===== config.mk =====
export PLATFORM = sky130hd
export DESIGN_NAME = mpcache_seq
export DESIGN_NICKNAME = d
export VERILOG_FILES = /design/src/rtl/mpcache_seq.sv
export SDC_FILE = /design/constraint.sdc
export NUM_CORES = 1
export LEC_CHECK = 0
export BUFFER_PORTS_ARGS = -buffer_cell sky130_fd_sc_hd__buf_2
export CORE_MARGIN = 3
export CORE_UTILIZATION = 57
export CTS_CLUSTER_SIZE = 16
export DETAILED_ROUTE_END_ITERATION = 16
export PLACE_DENSITY = 0.8
export SKIP_CTS_REPAIR_TIMING = 1
export SYNTH_ARGS = -nofsm -noshare
export SYNTH_HDL_FRONTEND = slang
export SYNTH_SLANG_ARGS = --single-unit
export TNS_END_PERCENT = 10

===== constraint.sdc =====
create_clock -name clk -period 4.9 [get_ports clk]
set_input_delay 0.245 -clock clk [delete_from_list [all_inputs] [get_ports clk]]
set_output_delay 0.245 -clock clk [all_outputs]
set_load 0.005 [all_outputs]

===== src/rtl/mpcache_seq.sv =====
module mpcache_seq #(
  parameter int COL_W     = 12,
  parameter int ROW_W     = 18,
  parameter int PLANE_BIT = 6,
  parameter int LEN_W     = 12,
  parameter int TO_W      = 16
) (
  input  logic             clk,
  input  logic             rst_n,
  input  logic             start,
  input  logic             last,
  input  logic [ROW_W-1:0] row0,
  input  logic [ROW_W-1:0] row1,
  input  logic [COL_W-1:0] col,
  input  logic [LEN_W-1:0] len,
  input  logic [TO_W-1:0]  tmo_limit,
  input  logic             rb,
  input  logic [7:0]       status,
  input  logic [7:0]       src_byte,
  output logic             src_take,
  output logic             cle,
  output logic             ale,
  output logic             we_n,
  output logic             re_n,
  output logic [7:0]       dq,
  output logic             busy,
  output logic             done,
  output logic             err_plane,
  output logic             err_timeout,
  output logic             err_fail,
  output logic             err_prev
);

  localparam logic [7:0] C_LOAD1 = 8'h80;
  localparam logic [7:0] C_LOAD2 = 8'h81;
  localparam logic [7:0] C_DUMMY = 8'h11;
  localparam logic [7:0] C_CACHE = 8'h15;
  localparam logic [7:0] C_STAT  = 8'h70;
  localparam int         AW      = (LEN_W > 3) ? LEN_W : 3;

  typedef enum logic [2:0] {S_IDLE, S_CMD, S_ADR, S_DAT, S_WAIT, S_POLL, S_DONE} st_t;

  st_t              st;
  logic             ph, plane_q, last_q;
  logic [7:0]       cmd_q;
  logic [AW-1:0]    idx;
  logic [TO_W-1:0]  cnt, tmo_q;
  logic [ROW_W-1:0] r0_q, r1_q;
  logic [COL_W-1:0] col_q;
  logic [LEN_W-1:0] len_q;
  logic [39:0]      addr5;
  logic             poll_bit;

  assign addr5    = {24'(plane_q ? r1_q : r0_q), 16'(col_q)};
  assign poll_bit = last_q ? status[5] : status[6];
  assign cle      = (st == S_CMD);
  assign ale      = (st == S_ADR);
  assign we_n     = !((st == S_CMD || st == S_ADR || st == S_DAT) && !ph);
  assign re_n     = !((st == S_POLL) && !ph);
  assign src_take = (st == S_DAT) && !ph;
  assign busy     = (st != S_IDLE);
  assign done     = (st == S_DONE);

  always_comb begin
    case (st)
      S_CMD:   dq = cmd_q;
      S_ADR:   dq = addr5[8*idx[2:0] +: 8];
      S_DAT:   dq = src_byte;
      default: dq = 8'h00;
    endcase
  end

  always_ff @(posedge clk or negedge rst_n) begin
    if (!rst_n) begin
      st <= S_IDLE; ph <= 1'b0; plane_q <= 1'b0; last_q <= 1'b0;
      cmd_q <= 8'h00; idx <= '0; cnt <= '0; tmo_q <= '0;
      r0_q <= '0; r1_q <= '0; col_q <= '0; len_q <= '0;
      err_plane <= 1'b0; err_timeout <= 1'b0; err_fail <= 1'b0; err_prev <= 1'b0;
    end else begin
      case (st)
        S_IDLE: if (start) begin
          err_plane <= 1'b0; err_timeout <= 1'b0; err_fail <= 1'b0; err_prev <= 1'b0;
          r0_q <= row0; r1_q <= row1; col_q <= col; len_q <= len;
          last_q <= last; tmo_q <= tmo_limit; ph <= 1'b0; plane_q <= 1'b0;
          if (row0[PLANE_BIT] || !row1[PLANE_BIT]) begin
            err_plane <= 1'b1;
            st        <= S_DONE;
          end else begin
            cmd_q <= C_LOAD1;
            st    <= S_CMD;
          end
        end
        S_CMD: begin
          ph <= ~ph;
          if (ph) begin
            idx <= '0;
            cnt <= '0;
            if (cmd_q == C_LOAD1 || cmd_q == C_LOAD2) st <= S_ADR;
            else if (cmd_q == C_STAT)                 st <= S_POLL;
            else                                       st <= S_WAIT;
          end
        end
        S_ADR: begin
          ph <= ~ph;
          if (ph) begin
            if (idx == AW'(4)) begin
              idx <= '0;
              if (len_q == '0) begin
                cmd_q <= plane_q ? C_CACHE : C_DUMMY;
                st    <= S_CMD;
              end else begin
                st <= S_DAT;
              end
            end else begin
              idx <= idx + AW'(1);
            end
          end
        end
        S_DAT: begin
          ph <= ~ph;
          if (ph) begin
            if (idx == AW'(len_q - LEN_W'(1))) begin
              cmd_q <= plane_q ? C_CACHE : C_DUMMY;
              st    <= S_CMD;
            end else begin
              idx <= idx + AW'(1);
            end
          end
        end
        S_WAIT: begin
          if (cnt >= TO_W'(2) && rb) begin
            if (!plane_q) begin
              plane_q <= 1'b1;
              cmd_q   <= C_LOAD2;
            end else begin
              cmd_q <= C_STAT;
            end
            st <= S_CMD;
          end else if (cnt >= tmo_q) begin
            err_timeout <= 1'b1;
            st          <= S_DONE;
          end else begin
            cnt <= cnt + TO_W'(1);
          end
        end
        S_POLL: begin
          ph <= ~ph;
          if (!ph) begin
            if (poll_bit) begin
              err_fail <= status[0];
              err_prev <= status[1];
              ph       <= 1'b0;
              st       <= S_DONE;
            end else if ((TO_W+1)'(cnt) + (TO_W+1)'(1) >= (TO_W+1)'(tmo_q)) begin
              err_timeout <= 1'b1;
              ph          <= 1'b0;
              st          <= S_DONE;
            end else begin
              cnt <= cnt + TO_W'(1);
            end
          end
        end
        S_DONE: st <= S_IDLE;
        default: st <= S_IDLE;
      endcase
    end
  end

  a_r3_we_single: assert property (@(posedge clk) disable iff (!rst_n) !we_n |=> we_n);
  a_r3_latch_excl: assert property (@(posedge clk) disable iff (!rst_n) !(cle && ale));
  a_r3_strobe_excl: assert property (@(posedge clk) disable iff (!rst_n) !(!we_n && !re_n));
  a_r1_reject_quiet: assert property (@(posedge clk) disable iff (!rst_n)
    (st == S_IDLE && start && (row0[PLANE_BIT] || !row1[PLANE_BIT])) |=> (done && err_plane && we_n && re_n));
  a_r10_done_pulse: assert property (@(posedge clk) disable iff (!rst_n) done |=> !done);
  a_r5_take_in_data: assert property (@(posedge clk) disable iff (!rst_n) src_take |-> (!we_n && !cle && !ale));
  a_r8_wait_bounded: assert property (@(posedge clk) disable iff (!rst_n) (st == S_WAIT) |-> (cnt <= tmo_q));

endmodule


---- Word-level counts from Yosys, hierarchy flattened ----
Cells that the tools add are included.
word-level totals
  flip-flop bits (word level) ............. 122
operators by class
  add/subtract/negate cells ............... 4
  order comparisons ....................... 3
  eq/ne operators ......................... 31
  shift-type cells ........................ 1
  muxes and demuxes ....................... 63
  bitwise logic cells ..................... 1
  reduce and logical (&&, ||, !) cells .... 32
operators by type and width
  operator                                                                              count
  16-bit 2-to-1 mux                                                                     6
  8-bit 2-to-1 mux                                                                      9
  12-bit 2-to-1 mux                                                                     5
  16-bit one-hot mux with 3 select lines                                                1
  3-bit 2-to-1 mux                                                                      14
  40-bit by 7-bit indexed part select with 8-bit output                                 1
  12-bit one-hot mux with 3 select lines                                                1
  8-bit one-hot mux with 4 select lines                                                 1
  2-bit inequality test, second input constant                                          12
  8-bit one-hot mux with 3 select lines                                                 1
  18-bit 2-to-1 mux                                                                     1
  3-bit one-hot mux with 6 select lines                                                 1
  9-bit AND reduction                                                                   2
  16-bit by 1-bit adder with 17-bit output, second input constant                       1
  17-bit by 16-bit greater-or-equal comparator with 1-bit output                        1
  1-bit 2-to-1 mux                                                                      17
  16-bit by 1-bit adder with 16-bit output, second input constant                       1
  8-bit == test, second input constant                                                  2
  16-bit greater-or-equal comparator                                                    1
  16-bit by 2-bit greater-or-equal comparator with 1-bit output, second input constant  1
  3-bit nonzero test                                                                    5
  7-bit AND reduction                                                                   2
  12-bit by 1-bit adder with 12-bit output, second input constant                       1
  12-bit == test                                                                        1
  25 further kinds                                                                      47

---- Logic depth before layout (Yosys ltp) ----
Gate-level depths: netlist (run 1).
  depth after elaboration ................. 6
  depth in mapped cells ................... 16
  gate-level depth less buffers ........... 14

---- Worst setup path before layout (run 1) ----
Ideal clock, no wire load.
  kind .................................... register to register
  start point ............................. register cnt[2]
  end point ............................... register st[2]
  setup time .............................. 0.125 ns
  arrival time ............................ 3.654 ns
  required time ........................... 4.775 ns
  slack ................................... 1.121 ns
  cell stages (with the launch flop) ...... 15
  cells stage by stage .................... dfrtp_1 > and2_1 > nand4_1 > nor3_1 > and3_1 > nand3_1 > xnor2_1 > ha_1 > nand3_1 > or3_1 > a2111oi_0 > nor3_1 > or3_1 > nor3_1 > nor3_1
between the ends
  word-level cells in the longest chain between the ends .. 4
  elaborated cells on any way between the ends .. 10
  classes of those cells .................. 1 x add/sub; 3 x order compare; 2 x eq/ne; 2 x mux; 2 x reduce/logical
RTL lines
  what                                                                                                                              line      text
  start: declaration                                                                                                                47        logic [TO_W-1:0] cnt, tmo_q;
  start signal: assignment                                                                                                          143       cnt <= cnt + TO_W'(1);
  start signal: assignment                                                                                                          159       cnt <= cnt + TO_W'(1);
  16-bit by 1-bit adder with 17-bit output / 16-bit by 2-bit greater-or-equal comparator with 1-bit output (equally long branches)  154, 131
  17-bit by 16-bit greater-or-equal comparator with 1-bit output / 1-bit logical AND (equally long branches)                        154, 131
  3-bit by 2-bit inequality test with 1-bit output (no line) (tied with other cells)                                                --
  9-bit AND reduction (no line) / 3-bit one-hot mux with 6 select lines (equally long branches)                                     --
  end signal: assignment                                                                                                            153       st <= S_DONE;
  end signal: assignment                                                                                                            157       st <= S_DONE;
  end signal: assignment                                                                                                            163       S_DONE: st <= S_IDLE;
  end: declaration                                                                                                                  43        st_t st;
Several ways; a longest one is shown, not always the timed one.
A chain may end at the register's enable or synchronous reset.

---- Worst setup path in the final report (run 1) ----
  start point ............................. register cnt[1]
  end point ............................... register cnt[14]
between the ends
  word-level cells in the longest chain between the ends .. 5
  elaborated cells on any way between the ends .. 16
  classes of those cells .................. 2 x add/sub; 3 x order compare; 3 x eq/ne; 6 x mux; 2 x reduce/logical
RTL lines
  what
  branches (longest 5 deep; another with 16-bit by 1-bit adder with 17-bit output)
Several ways; the timed one is not identified. The select of a mux whose other input is x is not followed.

==> results of run 1 <==
## state kept, by name, indices dropped and copies added, names as in the netlist
name and cells:
err_prev 1, plane_q 1, col_q 12, tmo_q 16
r1_q 18, ph 1, err_fail 1, idx 12
err_timeout 1, st 3, err_plane 1, cmd_q 5
last_q 1, cnt 16, r0_q 18, len_q 12
## cell families after synthesis
family / count (synthesis)
xor+xnor: 27
mux: 89
compound gates: 161
fa+ha+maj: 38
simple gates: 211
buf+inv: 81
flops: 119
## per-layer routing
layer,GRT usage [%],routed length [um]
met4,10.1,430
met3,7.70,1290
met5,0,0
met2,44.7,8970
met1,33.9,7590
## path summary, 6_finish.rpt
kind                                      start                   end  slack (ps)  cells past startpoint
max                          cnt[1]$_DFFE_PN0P_   cnt[14]$_DFFE_PN0P_         550                     13
min                                tmo_limit[5]  tmo_q[5]$_DFFE_PN0P_          30                      3
max reg2reg                  cnt[1]$_DFFE_PN0P_   cnt[14]$_DFFE_PN0P_         550                     13
min reg2reg                r1_q[10]$_DFFE_PN0P_  r1_q[10]$_DFFE_PN0P_         500                      1
max in group asynchronous                 rst_n  r0_q[11]$_DFFE_PN0P_        3200                      3
min in group asynchronous                 rst_n  tmo_q[3]$_DFFE_PN0P_         480                      2
## tightest hold or removal path, cell delays in order
cell,delay (ps)
buf_2,70
nand2_1,30
o21ai_0,50
## where the power goes
part / total [mW] / internal (mW) / switching [mW]
Clock: 1.23 / 0.773 / 0.453
Sequential: 0.984 / 0.984 / 0
Combinational: 0.0722 / 0.0335 / 0.0387
## cells in the final DEF, fill, tap and decap left out, drive strengths merged, types with 9 or more instances in the layout
cell / instances
a211oi: 9
a21oi: 28
buf: 117
clkbuf: 21
dfrtp: 119
ha: 38
inv: 42
mux2: 66
mux2i: 15
nand2: 51
nand2b: 11
nand3: 32
nor2: 38
nor3: 14
nor4: 12
o21ai: 58
or3: 12
xnor2: 18
## final cells by class
cell class                      count  share of cell area [%]
Multi-Input combinational cell    526                    46.5
Clock inverter                     11                    1.47
Clock buffer                       21                    5.42
Tap cell                          168                    2.47
Inverter                           42                    1.86
Timing Repair Buffer              118                    7.22
Sequential cell                   119                    35.1
## metrics by stage
stage	cell area, um^2	hold WS (ps)	util [%]	std cells	worst slack (ps)
after floorplan	7220	-50.6	-	726	1120
after global placement	7890	386	64.6	972	658
after detailed placement	7890	395	64.6	972	516
after CTS	8480	-48.8	69.4	1004	372
after global routing	8490	31.7	69.5	1005	214
final	8490	25.3	69.5	1005	549
==> impl_metrics.csv, run 1 <==
group,metric,value,unit
status,outcome,"complete, no violations",
placement,io_buffer_count,111,
layout,syn_to_final_growth,17.6,%
detailed_routing,first_pass_iters,5,
synthesis,avgSynthCellArea,9.94,um^2
worst_setup_path,crit_top_cell,"ha_1",
synthesis,synthArstFlopShare,100,%
layout,layout.nets,959,
worst_setup_path,startpoint_type,"flop",
placement,gp_congestion,0.908,
timing,setup_tns,0,ps
floorplan,die_x,119,um
layout,multiInputGateArea,3950,um^2
timing,relSlewSlack,38.9,%
synthesis,synth_fa_ha_area_share,6.59,%
worst_setup_path,cp_slowest_cell,"nor4_1",
clock_network,ctsLongestPathBuffers,2,
timing,rsz0062_at_grt,"no",
worst_setup_path,arrival,4680,ps
synthesis,synth.most_common_cell,"dfrtp_1",
timing,max_clock_freq,0.230,GHz
synthesis,yosys.area_share.simple,15.4,%
min_path,hp-class,"in -> reg",
grt,grt_pass1_vias,6313,
synthesis,synth_top_family_by_area,"simple AND/OR/NAND/NOR gates",
timing,final_hold_viol_count,0,
worst_setup_path,path_cells,"ha_1, nand4_1, nor4_1, xor2_1, ha_1, or3_1, o221ai_1, o211ai_1, o311a_1, a211oi_4, buf_4, nand3_1, mux2i_1",
pwr,ir_drop,0.000284,V
synthesis,synth_compound_gate_area_share,14.1,%
grt,grt-ovfl-total,0,
timing,post-route-period-util,88.8,%
timing,drv_slew,0,
synthesis,synth_mux_area_share,14.9,%
synthesis,synth_cell_type_count,67,
synthesis,ys.flop_type,"dfrtp_1",
synthesis,yosysTopAreaCell,"dfrtp_1",
pwr,power_per_cell_area,269,nW/um^2
synthesis,synth-xor-area-share,3.48,%
worst_setup_path,cp_max_fo,16,
pwr,power.total,2.28,mW
worst_setup_path,crit_type,"reg -> reg",
clock_network,cts_tree,"built",
detailed_routing,wl_per_cell,18.2,um
clock_network,path_clk_slew,60,ps
detailed_routing,viasPerCell,6.06,
synthesis,yosys-top-cells-count,"dfrtp_1 (119), mux2_2 (65), o21ai_0 (57)",
synthesis,synth_top_cell_area_share,41.2,%
detailed_routing,wl,18300,um
timing,setup-violations-final,0,
timing,finalClockSkew,10.9,ps
timing,tightest_slew,917,ps
synthesis,synth_edf_count,0,
floorplan,rows,40,
clock_network,worst_skew_pair.late_latency,420,ps
timing,fin_crit,4350,ps
clock_network,cts_root_buf,"clkbuf_16",
worst_setup_path,endpoint_kind,"flop",
grt,grt_usage,27.1,%
synthesis,syn_area,7220,um^2
worst_setup_path,cp_top_family,"simple AND/OR/NAND/NOR gates",
synthesis,synthTopCellsByArea,"dfrtp_1 (41%), mux2_2 (10%), ha_1 (6.6%)",
synthesis,ys_seq_elements,119,
detailed_routing,drc,0,
layout,diodes,0,
clock_network,cts_buffers,17,
grt,grt_pass1_wl,30700,um
job,maxCapViolCount,0,
clock_network,cts.sinks,119,
worst_setup_path,slowest_delay,660,ps
placement,place_hpwl,12900,um
layout,seqCellArea,2980,um^2
grt,grt_max_degree,65,
detailed_routing,num_vias,6093,
floorplan,core,12200,um^2
synthesis,ys_seq_area_share,41.2,%
synthesis,synth_nets,861,
grt,antenna_found_initial,0,
worst_setup_path,required,5230,ps
synthesis,yosys_warnings,0,
detailed_routing,detail_route.iter0.violations,411,
layout,drive_gt1_share,27.7,%
worst_setup_path,path_buf_inv,1,
pwr,power_leakage,4.03,nW
clock_network,htree_levels,4,
detailed_routing,postRouteAntennaNets,0,
synthesis,synth_cells,726,
floorplan,die_area,14100,um^2
floorplan,start_util,59.1,%
layout,n_fill_cell,909,
floorplan,io_pins,116,
floorplan,dieHeight,119,um
No activity file was read; power rests on OpenSTA's default activity.
==> run 2: changes to the inputs <==
Settings changed: CORE_MARGIN 3 to not set.
==> impl_metrics.csv, run 2 (same netlist as run 1, synthesis figures left out) <==
group,metric,value,unit
placement,io_buffer_count,111,
layout,final_cell_mix,"dfrtp_1 (119), buf_2 (110), mux2_2 (65)",
layout,drive_gt1_share,27.6,%
detailed_routing,drc,0,
worst_setup_path,cp_max_fo,13,
timing,final_hold_viol_count,0,
grt,grt_pass1_wl,29500,um
timing,tightest_slew,1020,ps
pwr,sw_frac_of_total,21.2,%
pwr,ir_drop,0.000285,V
status,outcome,"complete, no violations",
layout,final_common_cell,"dfrtp_1",
clock_network,cts_tree,"built",
floorplan,rows,40,
grt,antenna_found_initial,0,
pwr,power_per_cell_area,271,nW/um^2
detailed_routing,wl,17800,um
placement,gp_congestion,0.883,
worst_setup_path,startpoint_type,"flop",
detailed_routing,num_vias,6035,
timing,setup_tns,0,ps
pwr,power_frac_seq,42.6,%
timing,relSlewSlack,32.0,%
grt,grt-ovfl-total,0,
layout,diodes,0,
grt,grt_usage,29.0,%
detailed_routing,viasPerCell,6.00,
floorplan,io_pins,116,
detailed_routing,wl_per_cell,17.7,um
layout,reg_top3,"r0_q (18), r1_q (18)",
floorplan,start_util,59.4,%
clock_network,htree_levels,4,
clock_network,ctsLongestPathBuffers,2,
pwr,power_leakage,4.04,nW
clock_network,worst_skew_pair.late_latency,420,ps
detailed_routing,postRouteAntennaNets,0,
timing,fin_hold_ws,0.663,ps
floorplan,die_x,115,um
timing,fin_crit,4430,ps
pwr,p_switching,0.490,mW
worst_setup_path,critical_path.startpoint,"cnt[1]$_DFFE_PN0P_",
worst_setup_path,timing.rr.start,"cnt[1]$_DFFE_PN0P_",
clock_network,path_clk_slew,60,ps
timing,max_clock_freq,0.226,GHz
grt,grt_max_degree,82,
layout,final_util,69.9,%
timing,post-route-period-util,90.5,%
clock_network,cts.sinks,119,
worst_setup_path,arrival,4740,ps
worst_setup_path,crit_type,"reg -> reg",
grt,grt_pass1_vias,6059,
layout,syn_to_final_growth,17.7,%
detailed_routing,first_pass_iters,5,
layout,finalNonFillerCells,1005,
placement,pre_cts_slack,532,ps
floorplan,dieHeight,115,um
timing,finalClockSkew,8.32,ps
clock_network,cts_buffers,17,
timing,rsz0062_at_grt,"no",
timing,setup_slack,467,ps
min_path,hp-class,"in -> async",
placement,place_hpwl,12800,um
pwr,pwr-share-clk,54.3,%
floorplan,die_area,13100,um^2
timing,setup-violations-final,0,
clock_network,cts_root_buf,"clkbuf_16",
pwr,comb_power_share,3.1,%
floorplan,core,12200,um^2
timing,drv_slew,0,
job,maxCapViolCount,0,
detailed_routing,detail_route.iter0.violations,432,
pwr,p_int,1.82,mW
placement,dp_cells,973,
worst_setup_path,endpoint_kind,"flop",
worst_setup_path,required,5210,ps
layout,layout.nets,959,
run 2: changes by cell type in the layout (fill, tap and decap cells not counted), sizes merged:
cell / delta
buf: +1
inv: +2
clkinvlp: -2
dlygate4sd3: -1
bufinv: +1
clkinv: -1
run 2: metrics by stage:
step,power (mW),instance area (um^2)
after global placement,1.07,7910
final,2.31,8500
after detailed placement,1.07,7910
after floorplan,1.01,7220
after global routing,2.37,8500
after CTS,2.32,8500
run 2: final cells by class:
cell class	instances	area [um^2]
clock buffers	21	440
multi-input cells	526	3940
inverters	42	158
well taps	168	210
fillers	918	3660
repair buffers	118	623
flip-flops and latches	119	2980
clock inverters	11	149
run 2: critical path: stages, from the launching register on:
cell,delay (ps)
dfrtp_1,500
ha_1,320
nand4_1,190
nor4_1,560
xor2_1,140
ha_1,230
or3_1,310
o221ai_1,190
o211ai_1,220
o311a_1,350
a211oi_2,720
buf_4,290
o21ai_0,90
a21o_1,200
run 2: worst paths after layout:
kind | end | slack [ps] | depth (start not counted)
min in group clk | tmo_q[2]$_DFFE_PN0P_ | 40 | 3
min reg2reg | r1_q[0]$_DFFE_PN0P_ | 500 | 1
max | cnt[12]$_DFFE_PN0P_ | 470 | 13
min | tmo_q[13]$_DFFE_PN0P_ | 0.7 | 1
max in group asynchronous | cnt[8]$_DFFE_PN0P_ | 3770 | 2
max reg2reg | cnt[12]$_DFFE_PN0P_ | 470 | 13
run 2: power groups by stage:
stage,clock network (mW),registers [mW],logic [mW]
after detailed placement,0,1.00,0.0716
after CTS,1.26,0.983,0.0724
final,1.25,0.983,0.0708
after floorplan,0,1.00,0.00849
after global routing,1.30,0.983,0.0793
after global placement,0,1.00,0.0686
run 2: routing by layer:
metal | global-route usage (%) | routed length (um) | vias up
met3 | 8.42 | 1280 | 17
met4 | 8.23 | 204 | 0
li1 | - | - | 2856
met5 | 0 | 0 | -
met2 | 47.6 | 8760 | 229
met1 | 37.3 | 7580 | 2933
